<file path="src/rtl/isqrt_pkg.sv">
package isqrt_pkg;

    typedef enum logic [1:0] {
        ST_IDLE    = 2'b00,
        ST_COMPARE = 2'b01,
        ST_STEP    = 2'b10,
        ST_FINISH  = 2'b11
    } isqrt_state_e;

endpackage

</file>
<file path="src/rtl/isqrt_ctrl.sv">
module isqrt_ctrl
    import isqrt_pkg::*;
(
    input  logic       clk_i,
    input  logic       arst_i,
    input  logic       go_i,
    input  logic       le_i,
    output logic       cap_ld_o,
    output logic       sq_ld_o,
    output logic       step_ld_o,
    output logic       res_ld_o,
    output logic [1:0] state_o
);

    typedef struct packed {
        isqrt_state_e st;
    } ctrl_t;

    ctrl_t ctl_d, ctl_q;

    always_comb begin
        ctl_d = ctl_q;
        unique case (ctl_q.st)
            ST_IDLE:    ctl_d.st = go_i ? ST_COMPARE : ST_IDLE;
            ST_COMPARE: ctl_d.st = le_i ? ST_STEP : ST_FINISH;
            ST_STEP:    ctl_d.st = ST_COMPARE;
            ST_FINISH:  ctl_d.st = go_i ? ST_FINISH : ST_IDLE;
            default:    ctl_d.st = ST_IDLE;
        endcase
    end

    always_ff @(posedge clk_i or posedge arst_i) begin
        if (arst_i) ctl_q <= '{st: ST_IDLE};
        else        ctl_q <= ctl_d;
    end

    // Moore decode of the load enables
    always_comb begin
        cap_ld_o  = (ctl_q.st == ST_IDLE);
        sq_ld_o   = (ctl_q.st == ST_STEP);
        step_ld_o = (ctl_q.st == ST_STEP);
        res_ld_o  = (ctl_q.st == ST_FINISH);
        state_o   = ctl_q.st;
    end


    idle_hold_chk: assert property (@(posedge clk_i) disable iff (arst_i)
        (ctl_q.st == ST_IDLE && !go_i) |=> (ctl_q.st == ST_IDLE));


    step_return_chk: assert property (@(posedge clk_i) disable iff (arst_i)
        (ctl_q.st == ST_STEP) |=> (ctl_q.st == ST_COMPARE));


    finish_entry_chk: assert property (@(posedge clk_i) disable iff (arst_i)
        $rose(res_ld_o) |-> ($past(ctl_q.st) == ST_COMPARE && !$past(le_i)));


    finish_hold_chk: assert property (@(posedge clk_i) disable iff (arst_i)
        (ctl_q.st == ST_FINISH && go_i) |=> (ctl_q.st == ST_FINISH));


    enable_excl_chk: assert property (@(posedge clk_i) disable iff (arst_i)
        $onehot0({cap_ld_o, sq_ld_o, res_ld_o}));

endmodule

</file>
<file path="src/rtl/isqrt_datapath.sv">
module isqrt_datapath #(
    parameter int WIDTH = 32,
    parameter int RW    = (WIDTH + 1) / 2
) (
    input  logic             clk_i,
    input  logic             arst_i,
    input  logic [WIDTH-1:0] operand_i,
    input  logic             cap_ld_i,
    input  logic             sq_ld_i,
    input  logic             step_ld_i,
    input  logic             res_ld_i,
    output logic             le_o,
    output logic [RW-1:0]    result_o
);

    localparam int XW = WIDTH + 1;

    typedef struct packed {
        logic [WIDTH-1:0] opnd;
        logic [XW-1:0]    sq;
        logic [XW-1:0]    step;
        logic [RW-1:0]    res;
    } dp_t;

    dp_t dp_d, dp_q;
    logic [XW-1:0] half_step;
    logic [XW-1:0] root_wide;

    always_comb begin
        half_step = dp_q.step >> 1;
        root_wide = half_step - XW'(1);
        dp_d      = dp_q;
        if (cap_ld_i) begin
            dp_d.opnd = operand_i;
            dp_d.sq   = XW'(1);
            dp_d.step = XW'(3);
        end
        if (sq_ld_i)   dp_d.sq   = dp_q.sq + dp_q.step;
        if (step_ld_i) dp_d.step = dp_q.step + XW'(2);
        if (res_ld_i)  dp_d.res  = root_wide[RW-1:0];
    end

    always_ff @(posedge clk_i or posedge arst_i) begin
        if (arst_i) begin
            dp_q.opnd <= '0;
            dp_q.sq   <= XW'(1);
            dp_q.step <= XW'(3);
            dp_q.res  <= '0;
        end else begin
            dp_q <= dp_d;
        end
    end

    assign le_o     = (dp_q.sq <= {1'b0, dp_q.opnd});
    assign result_o = dp_q.res;


    no_overflow_chk: assert property (@(posedge clk_i) disable iff (arst_i)
        sq_ld_i |=> (dp_q.sq > $past(dp_q.sq)));


    opnd_frozen_chk: assert property (@(posedge clk_i) disable iff (arst_i)
        !cap_ld_i |=> $stable(dp_q.opnd));


    result_hold_chk: assert property (@(posedge clk_i) disable iff (arst_i)
        !res_ld_i |=> $stable(result_o));

endmodule

</file>
<file path="src/rtl/oddsum_isqrt.sv">
module oddsum_isqrt #(
    parameter  int WIDTH = 32,
    localparam int RW    = (WIDTH + 1) / 2
) (
    input  logic             clk_i,
    input  logic             arst_i,
    input  logic             go_i,
    input  logic [WIDTH-1:0] operand_i,
    output logic [RW-1:0]    result_o,
    output logic             done_o,
    output logic [1:0]       state_o
);

    logic le;
    logic cap_ld, sq_ld, step_ld, res_ld;
    logic [1:0] st_code;

    isqrt_ctrl u_ctrl (
        .clk_i     (clk_i),
        .arst_i    (arst_i),
        .go_i      (go_i),
        .le_i      (le),
        .cap_ld_o  (cap_ld),
        .sq_ld_o   (sq_ld),
        .step_ld_o (step_ld),
        .res_ld_o  (res_ld),
        .state_o   (st_code)
    );

    isqrt_datapath #(.WIDTH(WIDTH), .RW(RW)) u_dp (
        .clk_i     (clk_i),
        .arst_i    (arst_i),
        .operand_i (operand_i),
        .cap_ld_i  (cap_ld),
        .sq_ld_i   (sq_ld),
        .step_ld_i (step_ld),
        .res_ld_i  (res_ld),
        .le_o      (le),
        .result_o  (result_o)
    );

    assign state_o = st_code;
    assign done_o  = res_ld;


    done_code_chk: assert property (@(posedge clk_i) disable iff (arst_i)
        done_o == (state_o == 2'b11));

endmodule

</file>
<file path="config.mk">
export PLATFORM = sky130hd
export DESIGN_NAME = oddsum_isqrt
export DESIGN_NICKNAME = d
export VERILOG_FILES = /design/src/rtl/isqrt_pkg.sv /design/src/rtl/isqrt_ctrl.sv /design/src/rtl/isqrt_datapath.sv /design/src/rtl/oddsum_isqrt.sv
export SDC_FILE = /design/constraint.sdc
export NUM_CORES = 1
export LEC_CHECK = 0
export BUFFER_PORTS_ARGS = -buffer_cell sky130_fd_sc_hd__buf_2
export CORE_AREA = 3 3 211 161
export DETAILED_ROUTE_END_ITERATION = 16
export DIE_AREA = 0 0 214 164
export GPL_ROUTABILITY_DRIVEN = 0
export PLACE_DENSITY_LB_ADDON = 0.12
export SLEW_MARGIN = 20
export SYNTH_ARGS = -nofsm -noshare
export SYNTH_HDL_FRONTEND = slang
export SYNTH_SLANG_ARGS = --single-unit
</file>
<file path="constraint.sdc">
create_clock -name clk_i -period 4.3 [get_ports clk_i]
set_input_delay 0.215 -clock clk_i [delete_from_list [all_inputs] [get_ports clk_i]]
set_output_delay 0.215 -clock clk_i [all_outputs]
set_load 0.005 [all_outputs]
</file>
==> metrics.txt, run 1 <==
Final TNS setup 0 ns; Net Sw Frac between 30% and 40%; initial drt markers 369; hold_buf cts 14; crit start category flop; most common flop cell mapped by yosys dfrtp_1; element type at the critical path end flop; Worst VDD drop around 0.29 mV; worst hold path type in2async; H-tree depth 4; final core utilization 27.32%; Area Overhead vs Synth 19.48%; CP Buf/Inv Count 1; Data required, critical path around 4.6 ns; die width 214 um; WS Path Type reg2reg; Initial Util 22.86%; register area share after synthesis 39.53%; GRT Residual Overflow 0; Final min period 3.352 ns; final cell count without fillers between 1,000 and 1,500; clk_lat worst skew 0.42 ns; Setup WS pre-CTS 0.9457 ns; antenna-violating nets left 0; Max transition margin 39.96%; Achievable Freq 0.2983 GHz; # port buffers 53; Core Footprint 32,160 um2; critical path fanouts, max 9; pin count of the biggest net entering global routing 67; overall power 4.641 mW; PwrDens 528.2 nW/um2; Top Family by Delay on Critical Path compound AO/OA/AOI/OAI gates; # resized after CTS 0; cts bufs inserted 17; Nets 978; leakage power total 4.158 nW; postcts setup bufs 0; worst-path cell with the longest stage delay dfstp_2; fin crit share 77.96%; Final WS setup 0.9476 ns; DP HPWL 16,390 um; Post-Route WL 21,610 um; Final Slew Violations 0; Psw ~1.7 mW; commonest non-fill, non-tap cells in the layout 112 x dfrtp_1, 96 x nand2_1, 76 x o21ai_0; Max Buffers Root-to-Sink 2; synthesized net count 930; endpoints failing hold 26; Initial DRT Pass Iterations 4; post-synthesis async set-or-reset flop share 100.0%; antenna violations before repair 0; synthesized cell area 7353 um2; #FFs+latches synth between 100 and 150; Int Power around 2.9 mW; CP arrival 3.69 ns; first-pass GRT wire length between 30,000 and 40,000 um; height of the die 164 um; DR vias 5,898; IO Pins 54; max cap viols 0; failing checks hold timing; num rows 57; DR WL/cell approximately 16 um; synthesized instance count 828; Synth cell types 64; fin area 8786 um2; Die ar. ~35,000 um2; share of cells above drive strength 1 13.61%; GRT Util Overall 12.82%; most common cell after layout, fill and taps aside dfrtp_1; worst-margin pin slew 0.8984 ns; number of flops mapped to enable cells by yosys 0; critical path, cell by cell inv_1 > fa_1 > nand2b_1 > a21oi_1 > o21ai_0 > a211o_1 > and4_1 > or4_1 > a311o_1 > o211ai_1; Seq pwr share 34.0%; status finished, violations left; hold_ws -0.02032 ns; CTS root buffer clkbuf_16; clk sinks 116; post-route DRC violation count 0; Avg Cell Area, Syn a little under 9 um2; Vias per Instance 4.431; CTS tree built; final setup fails 0; yosys warns 0; Clock transition at path regs 0.06 ns; Antenna diodes 0; area of placed instances 8025 um2; Final Skew 0.01493 ns; peak per-stage delay on the critical path 0.63 ns; RSZ-0062 raised after global routing false; FILL cells 3,454; Placed Cells 1,285; number of global-route vias before repair 5,887; Clk network pwr share 32.3%; Comb power frac 33.8%
==> registers in the layout, indices dropped and copies added (netlist names) <==
register / flops
u_dp.dp_q: 98
u_ctrl.state_o: 2
u_dp.result_o: 16
==> power by group through the flow <==
stage,logic (mW),registers (mW),clock network [mW]
floorplan,1.16,1.48,0
global placement,1.61,1.59,0
detailed placement,1.59,1.59,0
CTS,1.61,1.58,1.54
global route,1.81,1.61,1.59
finish,1.57,1.58,1.50
==> logic make-up (layout without fill, tap and decap cells) <==
logic type,count (synthesis),count (layout),share of synthesized area (%)
xor gates and xnor gates,53,53,6.313
DFF,116,116,39.53
buffers and inverters,104,165,6.330
and+or+nand+nor,258,258,16.93
muxes,2,2,0.2893
adders and majority gates,67,67,11.50
AOI/OAI and AO/OA,228,228,19.11
==> path summary, 6_finish.rpt <==
check | startpoint | end | slack [ns] | depth (start not counted)
max | u_dp.dp_q[17]$_DFFE_PP1P_ | u_dp.dp_q[81]$_DFFE_PP0P_ | 0.95 | 10
min | arst_i | u_dp.dp_q[111]$_DFFE_PP0P_ | -0.02 | 2
max reg2reg | u_dp.dp_q[17]$_DFFE_PP1P_ | u_dp.dp_q[81]$_DFFE_PP0P_ | 0.95 | 10
min reg2reg | u_dp.dp_q[82]$_DFFE_PP0P_ | u_dp.dp_q[82]$_DFFE_PP0P_ | 0.51 | 1
max in group asynchronous | arst_i | u_dp.dp_q[62]$_DFFE_PP0P_ | 3.37 | 3
min in group clk_i | operand_i[11] | u_dp.dp_q[93]$_DFFE_PP0P_ | 0.01 | 3
==> final cells by class <==
class                      count  area (um2)  area share [%]
inverter                      54       205.2           2.336
multi-input combinational    608        3991           45.43
tap                          442       553.0           6.294
timing repair buffer          79       508.0           5.782
sequential                   116        2908           33.10
clock buffer                  20       466.7           5.312
clock inverter                12       153.9           1.752
==> cell usage after synthesis (4+ instances only) <==
master | count | share of area [%]
o211ai_1 | 7 | 0.71
a21o_1 | 29 | 3.0
a211o_1 | 6 | 0.71
nor2_1 | 64 | 3.3
nor3_1 | 9 | 0.61
buf_1 | 5 | 0.26
xnor2_1 | 29 | 3.5
nand3_1 | 21 | 1.4
or2_2 | 4 | 0.34
buf_2 | 4 | 0.27
buf_4 | 18 | 1.8
dfrtp_1 | 113 | 38
nand4_1 | 17 | 1.4
nand2b_1 | 4 | 0.34
inv_1 | 52 | 2.7
nand2_1 | 96 | 4.9
and2_1 | 4 | 0.34
clkbuf_1 | 21 | 1.1
and3_1 | 8 | 0.68
a21oi_1 | 61 | 4.2
o21ai_0 | 76 | 5.2
or3_1 | 6 | 0.51
a31oi_1 | 4 | 0.34
o31ai_1 | 7 | 0.71
ha_1 | 66 | 11
xor2_1 | 24 | 2.9
a221o_1 | 4 | 0.54
a211oi_1 | 7 | 0.71
==> layer usage <==
metal  vias to the layer above  part of all wire (%)  global-route usage, %
li1                       3014                     -                      -
met1                      2783                    60                  20.87
met2                        87                    36                  16.63
met3                        14                   3.4                  2.626
met4                         0                  0.92                  3.012
met5                         -                     0                      0
Note: power is estimated with default switching activity, not from simulation.
==> run 2: changes to the inputs <==
==> constraint.sdc (replaced) <==
create_clock -name clk_i -period 3.2 [get_ports clk_i]
set_input_delay 0.16 -clock clk_i [delete_from_list [all_inputs] [get_ports clk_i]]
set_output_delay 0.16 -clock clk_i [all_outputs]
set_load 0.005 [all_outputs]
==> run 2 against run 1 <==
Against the previous run:
- the flow now finishes without violations
- sequential power rose by 28%
- flip-flop and latch count stayed put
- setup slack got worse by 0.79 ns
- hold slack better by 0.43 ns
- total power rose by 33%
- register-to-register slack got worse by 0.79 ns
- core utilization is 1.3 points higher
- critical path depth is 1 higher
- sequential share of layout area down 1.5 points
- largest cell class unchanged
==> metrics.txt, run 2 (same netlist as run 1, synthesis figures left out) <==
Net Sw Frac 36.98% (was 37.50%); pin count of the biggest net entering global routing 50 (was 67); Area Overhead vs Synth 25.01% (was 19.48%); Nets 1,023 (was 978); Initial Util 22.86% (unchanged); GRT Residual Overflow 0 (unchanged); height of the die 164 um (unchanged); CP arrival 3.38 ns (was 3.69 ns); final setup fails 0 (unchanged); Data required, critical path 3.54 ns (was 4.64 ns); clk sinks 116 (unchanged); Seq pwr share 32.9% (was 34.0%); postcts setup bufs 0 (unchanged); DP HPWL 16,280 um (was 16,390 um); number of global-route vias before repair 6,107 (was 5,887); clk_lat worst skew 0.43 ns (was 0.42 ns); Final WS setup 0.1614 ns (was 0.9476 ns); Final Slew Violations 0 (unchanged); internal reg-to-reg setup slack 0.16 ns (was 0.95 ns); worst-margin pin slew 0.7068 ns (was 0.8984 ns); CTS tree built (unchanged); Max Buffers Root-to-Sink 2 (unchanged); antenna-violating nets left 0 (unchanged); H-tree depth 4 (unchanged); cts bufs inserted 17 (unchanged); Most flops, register u_dp.dp_q (unchanged); Max transition margin 52.78% (was 39.96%); peak per-stage delay on the critical path 0.53 ns (was 0.63 ns); endpoints failing hold 0 (was 26); Comb power frac 36.1% (was 33.8%); element type at the critical path end flop (unchanged); worst-path cell with the longest stage delay dfstp_2 (unchanged); Top Family by Delay on Critical Path compound AO/OA/AOI/OAI gates (unchanged); FILL cells 3,404 (was 3,454); Final min period 3.039 ns (was 3.352 ns); reg2reg path depth 11 (was 10); share of cells above drive strength 1 16.06% (was 13.61%); Vias per Instance 4.389 (was 4.431); Placed Cells 1,310 (was 1,285); max cap viols 0 (unchanged); multi-input logic area 4025 um2 (was 3991 um2); post-route DRC violation count 0 (unchanged); most common cell after layout, fill and taps aside dfrtp_1 (unchanged); Final TNS setup 0 ns (unchanged); num rows 57 (unchanged); Worst VDD drop 0.2763 mV (was 0.2880 mV); Crit path depth 11 (was 10); reg2reg end u_dp.dp_q[81]$_DFFE_PP0P_ (unchanged); first-pass GRT wire length 35,280 um (was 34,740 um); overall power 6.166 mW (was 4.641 mW); CP Capture Point u_dp.dp_q[81]$_DFFE_PP0P_ (unchanged); Int Power 3.886 mW (was 2.901 mW); critical path fanouts, max 3 (was 9); Final Skew 0.01125 ns (was 0.01493 ns); GRT Util Overall 12.97% (was 12.82%); die width 214 um (unchanged); Reg area 2908 um2 (unchanged); WS Path Type reg2reg (unchanged); Clk network pwr share 31.0% (was 32.3%); # port buffers 53 (unchanged); Core Footprint 32,160 um2 (unchanged); CTS root buffer clkbuf_16 (unchanged); Achievable Freq 0.3291 GHz (was 0.2983 GHz); antenna violations before repair 0 (unchanged); DR vias 6,039 (was 5,898); Antenna diodes 0 (unchanged); leakage power total 4.369 nW (was 4.158 nW); Initial DRT Pass Iterations 4 (unchanged); reg2reg start u_dp.dp_q[16]$_DFFE_PP1P_ (was u_dp.dp_q[17]$_DFFE_PP1P_); hold_ws 0.4120 ns (was -0.02032 ns); final cell count without fillers 1,376 (was 1,331); CP Buf/Inv Count 1 (unchanged); status finished, final reports clean (was finished, violations left); commonest non-fill, non-tap cells in the layout 112 x dfrtp_1, 96 x nand2_1, 75 x o21ai_0 (was 112 x dfrtp_1, 96 x nand2_1, 76 x o21ai_0); worst hold path type in2async (unchanged); PwrDens 670.7 nW/um2 (was 528.2 nW/um2); IO Pins 54 (unchanged); critical path, cell by cell ha_2 > inv_1 > fa_2 > nand2b_4 > a21oi_4 > o21ai_1 > a211o_1 > and4_1 > or4_4 > a311o_1 > o211ai_1 (was inv_1 > fa_1 > nand2b_1 > a21oi_1 > o21ai_0 > a211o_1 > and4_1 > or4_1 > a311o_1 > o211ai_1); crit start category flop (unchanged); Post-Route WL 21,740 um (was 21,610 um); Setup WS pre-CTS 0.01335 ns (was 0.9457 ns); initial drt markers 294 (was 369); Clock transition at path regs 0.06 ns (about the same); Largest register FFs 98 (unchanged); worst setup path startpoint u_dp.dp_q[16]$_DFFE_PP1P_ (was u_dp.dp_q[17]$_DFFE_PP1P_); Psw 2.280 mW (was 1.740 mW); DR WL/cell 15.80 um (was 16.24 um); fin crit share 94.96% (was 77.96%); Die ar. 35,100 um2 (unchanged)
==> run 2: changes by cell type in the layout (fill, tap and decap cells not counted), moves of 2 or more <==
cell / delta
clkinv_2: +3
dlygate4sd3_1: +20
clkbuf_1: +2
buf_4: +23
buf_12: +2
clkinv_4: -3
==> run 2: layout make-up <==
| cell class | count | share of cell area (%) |
|---|---|---|
| Multi-Input combinational cell | 608 | 43.79 |
| Sequential cell | 116 | 31.63 |
| Timing Repair Buffer | 124 | 10.02 |
| Tap cell | 442 | 6.016 |
| Clock buffer | 22 | 5.159 |
| Inverter | 54 | 2.246 |
| Clock inverter | 10 | 1.143 |
==> run 2: stage by stage <==
step                      cell area (um2)  utilization, %
after floorplan                      7357               -
after global placement               8239           25.62
after detailed placement             8239           25.62
after CTS                            9159           28.47
after global routing                 9193           28.58
final                                9193           28.58
==> run 2: worst min-delay path by stage <==
stage,endpoint,start,cells past startpoint
after floorplan,u_dp.dp_q[100]$_DFFE_PP0P_,operand_i[18],2
after global placement,u_dp.dp_q[93]$_DFFE_PP0P_,arst_i,2
after detailed placement,u_dp.dp_q[90]$_DFFE_PP0P_,arst_i,2
after CTS,u_dp.dp_q[90]$_DFFE_PP0P_,arst_i,3
after global routing,u_dp.dp_q[90]$_DFFE_PP0P_,arst_i,3
final,u_dp.dp_q[90]$_DFFE_PP0P_,arst_i,3
==> run 2: repair_timing <==
action                                  CTS  global route
resized for setup                         1             8
hold buffers                             34             0
endpoints found under the setup margin    1             2
pin swaps                                 0             2
hold endpoints to repair                 60             0
==> run 2: power groups by stage <==
| stage | clock network, mW | registers [mW] | logic, mW |
|---|---|---|---|
| after floorplan | 0 | 1.98 | 1.56 |
| after global placement | 0 | 2.06 | 2.22 |
| after detailed placement | 0 | 2.05 | 2.22 |
| after CTS | 1.96 | 2.03 | 2.27 |
| after global routing | 2.04 | 2.08 | 2.59 |
| final | 1.91 | 2.03 | 2.23 |
==> run 2: layer usage <==
metal / vias to the layer above / GRT usage (%) / routed length [um]
met1: 2814 / 20.70 / 12570
met4: 0 / 3.559 / 239
met3: 21 / 2.885 / 966
li1: 3114 / - / -
met2: 90 / 16.96 / 7964
met5: - / 0 / 0
==> run 2: worst reg2reg max path, stage by stage (launching register included) <==
cell	delay, ns
dfstp_2	0.53
ha_2	0.19
inv_1	0.06
fa_2	0.34
nand2b_4	0.16
a21oi_4	0.15
o21ai_1	0.11
a211o_1	0.33
and4_1	0.22
or4_4	0.52
a311o_1	0.27
o211ai_1	0.09
